$ cat config.mk
export PLATFORM = sky130hd
export DESIGN_NAME = stepper_phase_xlat
export DESIGN_NICKNAME = d
export VERILOG_FILES = /design/src/rtl/stepper_xlat_pkg.sv /design/src/rtl/sync_bits.sv /design/src/rtl/step_seq.sv /design/src/rtl/idle_timer.sv /design/src/rtl/stepper_phase_xlat.sv
export SDC_FILE = /design/constraint.sdc
export NUM_CORES = 1
export LEC_CHECK = 0
export ABC_AREA = 1
export BUFFER_PORTS_ARGS = -buffer_cell sky130_fd_sc_hd__buf_2
export CORE_MARGIN = 1
export CORE_UTILIZATION = 60
export CTS_CLUSTER_SIZE = 20
export DETAILED_ROUTE_END_ITERATION = 10
export PLACE_DENSITY = 0.79
export SLEW_MARGIN = 20
export SYNTH_ARGS = -nofsm -noshare
export SYNTH_HDL_FRONTEND = slang
export SYNTH_SLANG_ARGS = --single-unit
$ cat constraint.sdc
create_clock -name clk_i -period 2.3 [get_ports clk_i]
set_input_delay 0.23 -clock clk_i [delete_from_list [all_inputs] [get_ports clk_i]]
set_output_delay 0.23 -clock clk_i [all_outputs]
set_load 0.005 [all_outputs]
$ cat src/rtl/stepper_xlat_pkg.sv
package stepper_xlat_pkg;
  localparam int unsigned POS_W = 3;
  typedef logic [POS_W-1:0] pos_t;

  typedef struct packed {
    logic pa;
    logic pb;
    logic dis_a;
    logic dis_b;
  } drive_t;

  // pa high in first half-turn, pb high around position 0, disables on odd mid-points
  function automatic drive_t drive_of(pos_t p);
    drive_t d;
    d.pa    = ~p[2];
    d.pb    = (p[2] == p[1]);
    d.dis_a = p[0] & p[1];
    d.dis_b = p[0] & ~p[1];
    return d;
  endfunction
endpackage

$ cat src/rtl/sync_bits.sv
module sync_bits #(
  parameter int unsigned       WIDTH   = 4,
  parameter logic [WIDTH-1:0] RST_VAL = '1
) (
  input  logic             clk_i,
  input  logic             rst_ni,
  input  logic [WIDTH-1:0] d_i,
  output logic [WIDTH-1:0] q_o
);
  for (genvar g = 0; g < WIDTH; g++) begin : g_bit
    logic meta_q, sync_q;
    always_ff @(posedge clk_i or negedge rst_ni) begin
      if (!rst_ni) begin
        meta_q <= RST_VAL[g];
        sync_q <= RST_VAL[g];
      end else begin
        meta_q <= d_i[g];
        sync_q <= meta_q;
      end
    end
    assign q_o[g] = sync_q;
  end
endmodule

$ cat src/rtl/step_seq.sv
module step_seq
  import stepper_xlat_pkg::*;
(
  input  logic clk_i,
  input  logic rst_ni,
  input  logic fall_i,
  input  logic hold_ni,
  input  logic dir_i,
  input  logic full_i,
  output pos_t pos_o,
  output logic accept_o
);
  pos_t pos_q, pos_d, inc;

  assign accept_o = fall_i & hold_ni;

  always_comb begin
    // full-step from even: two positions; otherwise one (realigns odd to even)
    inc   = (full_i && !pos_q[0]) ? pos_t'(2) : pos_t'(1);
    pos_d = dir_i ? pos_q + inc : pos_q - inc;
  end

  always_ff @(posedge clk_i or negedge rst_ni) begin
    if (!rst_ni)        pos_q <= '0;
    else if (!hold_ni)  pos_q <= '0;
    else if (accept_o)  pos_q <= pos_d;
  end

  assign pos_o = pos_q;
endmodule

$ cat src/rtl/idle_timer.sv
module idle_timer #(
  parameter int unsigned IDLE_CYCLES = 2_000_000
) (
  input  logic clk_i,
  input  logic rst_ni,
  input  logic clear_i,
  output logic idle_o
);
  localparam int unsigned CNT_W = $clog2(IDLE_CYCLES + 1);
  localparam logic [CNT_W-1:0] LIMIT = CNT_W'(IDLE_CYCLES);

  logic [CNT_W-1:0] cnt_q;

  always_ff @(posedge clk_i or negedge rst_ni) begin
    if (!rst_ni)             cnt_q <= '0;
    else if (clear_i)        cnt_q <= '0;
    else if (cnt_q != LIMIT) cnt_q <= cnt_q + 1'b1;
  end

  assign idle_o = (cnt_q == LIMIT);
endmodule

$ cat src/rtl/stepper_phase_xlat.sv
module stepper_phase_xlat
  import stepper_xlat_pkg::*;
#(
  parameter int unsigned IDLE_CYCLES = 2_000_000
) (
  input  logic clk_i,
  input  logic rst_ni,
  input  logic step_i,
  input  logic dir_i,
  input  logic full_step_i,
  input  logic hold_ni,
  output logic phase_a_o,
  output logic phase_b_o,
  output logic dis_a_o,
  output logic dis_b_o,
  output logic origin_no,
  output logic idle_no
);
  localparam int unsigned N_SYNC = 4;

  logic [N_SYNC-1:0] raw, synced;
  logic step_s, dir_s, full_s, hold_s;
  logic step_prev_q, fall, accept, idle;
  pos_t pos;
  drive_t drv;

  assign raw = {step_i, dir_i, full_step_i, hold_ni};
  assign {step_s, dir_s, full_s, hold_s} = synced;

  sync_bits #(.WIDTH(N_SYNC), .RST_VAL(4'b1111)) u_sync (
    .clk_i (clk_i),
    .rst_ni(rst_ni),
    .d_i   (raw),
    .q_o   (synced)
  );

  always_ff @(posedge clk_i or negedge rst_ni) begin
    if (!rst_ni) step_prev_q <= 1'b1;
    else         step_prev_q <= step_s;
  end

  assign fall = step_prev_q & ~step_s;

  step_seq u_seq (
    .clk_i   (clk_i),
    .rst_ni  (rst_ni),
    .fall_i  (fall),
    .hold_ni (hold_s),
    .dir_i   (dir_s),
    .full_i  (full_s),
    .pos_o   (pos),
    .accept_o(accept)
  );

  idle_timer #(.IDLE_CYCLES(IDLE_CYCLES)) u_idle (
    .clk_i  (clk_i),
    .rst_ni (rst_ni),
    .clear_i(accept),
    .idle_o (idle)
  );

  assign drv       = drive_of(pos);
  assign phase_a_o = drv.pa;
  assign phase_b_o = drv.pb;
  assign dis_a_o   = drv.dis_a;
  assign dis_b_o   = drv.dis_b;
  assign origin_no = (pos != '0);
  assign idle_no   = ~idle;
endmodule

==> impl_table.tex <==
\begin{tabular}{lr}
\hline
Metric & Value \\
\hline
\multicolumn{2}{l}{\textbf{Place}} \\
Post-detail-place hpwl & between 2 and 2.5 mm \\
Final weighted congestion in routability-driven placement & around 0.89 \\
Cells after DPL & 264 \\
Port Buf Inserts & 11 \\
\multicolumn{2}{l}{\textbf{Drt}} \\
DR pass1 iterations & 4 \\
Metal1 wirelength & between 1.5 and 2 mm \\
Routed via count & about 1400 \\
Routed wirelength normalized by instance count & around 11 um \\
Detail-routed via count per cell & just over 5 \\
Top routing layer in use & met4 \\
\# DRC & 0 \\
Wire length on met2 & approximately 1.4 mm \\
Iteration-0 DRC Markers & between 60 and 70 \\
Total wirelength of the detailed-routed design & between 3 and 4 mm \\
Met3 wire len & $\sim$120 um \\
Antenna-violating nets left & 0 \\
\multicolumn{2}{l}{\textbf{Setup path}} \\
Worst setup EP type & output pin \\
Arrival @ worst endpoint & about 1.6 ns \\
Kind of launch point of the worst setup path & flip-flop \\
Crit path max-delay cell type & sky130\_fd\_sc\_hd\_\_dfrtp\_1 \\
Worst stage delay on the critical path & approximately 0.44 ns \\
Maximum fanout along the worst path & 5 \\
List of cells traversed by the critical path & inv\_1 > ha\_1 > nand3\_1 > nor3\_1 > nand2\_1 > buf\_2 \\
Path type of the worst setup path & reg -> out \\
Data required time at the worst endpoint & a little over 2 ns \\
\multicolumn{2}{l}{\textbf{Synth}} \\
Synthesized instance count & 224 \\
Top cells by area, synth & sky130\_fd\_sc\_hd\_\_dfrtp\_1 (35\%), sky130\_fd\_sc\_hd\_\_dfstp\_2 (14\%), sky130\_fd\_sc\_hd\_\_nand2\_1 (12\%) \\
Synthesized net count & roughly 230 \\
Netlist Area Pre-Place & 0.00174 mm\^{}2 \\
Simple-gate share of the synthesized area & around a third \\
Adder-cell area share of the yosys netlist & approximately 3.3\% \\
Area share of xor/xnor cells in the synthesized design & between 2 and 3\% \\
Synthesized area per cell & approximately 7.8 um\^{}2 \\
Number of distinct library cells after synthesis & 23 \\
Share of synthesized area occupied by flip-flops and latches & 48.1\% \\
Yosys reg bits & 33 \\
Share of the synthesized area in the top cell type & 34.5\% \\
Library cell occupying the most area in the post-synthesis netlist & sky130\_fd\_sc\_hd\_\_dfrtp\_1 \\
Share of the synthesized area in compound gates (AO/OA/AOI/OAI) & $\sim$5.8\% \\
Synth Warn \# & 0 \\
Multiplexer share of the synthesized area & 0\% \\
Largest family of logic cells by synthesized area & simple AND/OR/NAND/NOR gates \\
\multicolumn{2}{l}{\textbf{Final layout}} \\
Number of nets in the layout & 255 \\
Post-Layout Cell Count & between 200 and 300 \\
Antenna cell count & 0 \\
Most used cells in the layout excluding fill and tap cells & sky130\_fd\_sc\_hd\_\_nand2\_1 (57), sky130\_fd\_sc\_hd\_\_nor2\_1 (43), sky130\_fd\_sc\_hd\_\_inv\_1 (26) \\
Layout overhead on the synthesized area & 12.3\% \\
Leading cell type in the layout, fill and taps excluded & sky130\_fd\_sc\_hd\_\_nand2\_1 \\
Layout cells sized above 1 & 15.0\% \\
\multicolumn{2}{l}{\textbf{Timing}} \\
Transition time of the tightest slew-check pin & 0.688 ns \\
Number of max-slew violations in the final report & 0 \\
Final critical-path share of the clock period & between 70\% and 80\% \\
Final Setup Violations & 0 \\
Final critical delay including setup and external delays & $\sim$1.8 ns \\
Setup Skew & 0.00495 ns \\
Max frequency & around 0.56 GHz \\
Aggregate negative setup slack & 0 ns \\
Setup repair after global routing missed its margin & no \\
Relative max-transition margin & a little over half \\
Hold violation total from the final report & 0 \\
\multicolumn{2}{l}{\textbf{GRT}} \\
Maximum number of pins on one net before global-route repair & 34 \\
Via count of the first global-routing pass & 1350 \\
Tot GR Track Use & $\sim$23\% \\
Number of antenna violations at the first check in global routing & 0 \\
Wire length of the first global-routing pass & about 5.6 mm \\
Aggregate global routing overflow & 0 \\
\multicolumn{2}{l}{\textbf{Clock tree}} \\
Sinks on Clock Net & 33 \\
Cells resized by post-CTS repair & 0 \\
Number of buffers between clock root and the deepest sink & 2 \\
Clk Latency, worst-skew pair & 0.34 ns \\
CTS HTree Levels & 2 \\
Root cell of the clock tree & sky130\_fd\_sc\_hd\_\_clkbuf\_4 \\
Number of buffers inserted during clock tree synthesis & 5 \\
Hold Buf Count CTS & 5 \\
Number of setup buffers added after CTS & 0 \\
Clock transition at the register clock pins on the worst setup and hold paths after CTS & $\sim$0.1 ns \\
TritonCTS clock tree & yes \\
\multicolumn{2}{l}{\textbf{Floorplan}} \\
Die extent in y & 55.8 um \\
Die Span X & approximately 56 um \\
Starting density of the core & roughly 63\% \\
Die Footprint & roughly 0.0031 mm\^{}2 \\
Core area & 0.00276 mm\^{}2 \\
Site Rows & 19 \\
Top-Level Pins & 12 \\
\multicolumn{2}{l}{\textbf{Power and ir drop}} \\
Worst IR drop on VDD & approximately 0.55 mV \\
Static leakage & around 0.91 nW \\
PwrDens & around 690 mW/mm\^{}2 \\
\multicolumn{2}{l}{\textbf{Job}} \\
Max cap viols & 0 \\
\multicolumn{2}{l}{\textbf{Worst hold path}} \\
Type of the tightest min-delay check & reg -> reg \\
\multicolumn{2}{l}{\textbf{Status}} \\
Status & finished clean \\
\hline
\end{tabular}
-- layer usage --
layer | track usage [%] | up-vias
li1 | - | 750
met1 | 31.0 | 633
met2 | 35.6 | 23
met3 | 5.81 | 10
met4 | 10.1 | 0
met5 | 0 | -
-- final cells by class --
cell class / instances / area [um^2]
Tap cell: 31 / 38.8
Multi-Input combinational cell: 163 / 786
Clock inverter: 2 / 37.5
Timing Repair Buffer: 16 / 105
Sequential cell: 33 / 837
Fill cell: 219 / 805
Clock buffer: 6 / 51.3
Inverter: 26 / 97.6
-- final timing paths --
check / slack (ns) / from / to / cells past startpoint
setup / recovery: 0.52 / u_idle.cnt_q[0] / idle_no / 6
hold / removal: 0.36 / u_sync.g_bit[2].meta_q / u_sync.g_bit[2].sync_q / 0
setup reg to reg: 0.67 / u_sync.g_bit[3].sync_q / u_seq.pos_o[1] / 5
hold reg to reg: 0.36 / u_sync.g_bit[2].meta_q / u_sync.g_bit[2].sync_q / 0
max in group asynchronous: 1.41 / rst_ni / u_idle.cnt_q[10] / 2
min in group asynchronous: 0.45 / rst_ni / u_seq.pos_o[1] / 2
-- metrics by stage --
step	power (W)	util (%)	setup WS, ns	area, um^2	hold WS (ns)
finish	0.00135	70.8	0.524	1950	0.358
global route	0.00142	70.8	0.437	1950	0.366
CTS	0.00136	70.8	0.519	1950	0.363
detailed placement	0.000897	65.8	0.690	1810	0.309
global placement	0.000892	65.8	0.738	1810	0.313
floorplan	0.000838	-	0.847	1740	-0.0656
-- critical path: cells and delay by family, from the launching register on --
kind / cells / cell delay (ns)
AND/OR/NAND/NOR: 3 / 0.35
adder cells (fa/ha/maj): 1 / 0.20
flip-flops: 1 / 0.44
buffers and inverters: 2 / 0.23
-- cell families after synthesis --
family / count (synthesis)
and+or+nand+nor: 134
DFF: 33
AOI/OAI and AO/OA: 20
buffers and inverters: 28
adders and majority gates: 4
xor gates and xnor gates: 5
-- where the power goes --
group / switching, W / leakage [nW] / internal [W]
Clock: 0.000197 / 0.0445 / 0.000258
Combinational: 0.000112 / 0.444 / 0.0000827
Sequential: 0.0000618 / 0.421 / 0.000636
Total: 0.000371 / 0.910 / 0.000977
-- sequential cells by signal, indices dropped and copies added, names as in the netlist --
signal	flops
step_prev_q	1
u_idle.cnt_q	21
u_seq.pos_o	3
u_sync.g_bit.meta_q	4
u_sync.g_bit.sync_q	4
-- Yosys cell counts (all sizes together) --
cell and n:
nand3 16, nor3 2, nand4 8, dfstp 9
o22ai 1, buf 1, dfrtp 24, xnor2 3
and2 1, inv 26, clkbuf 1, fa 1
nand2 60, a21oi 9, ha 3, o21ai 10
nor2 47, xor2 2
Power figures use the tool's default switching activity.
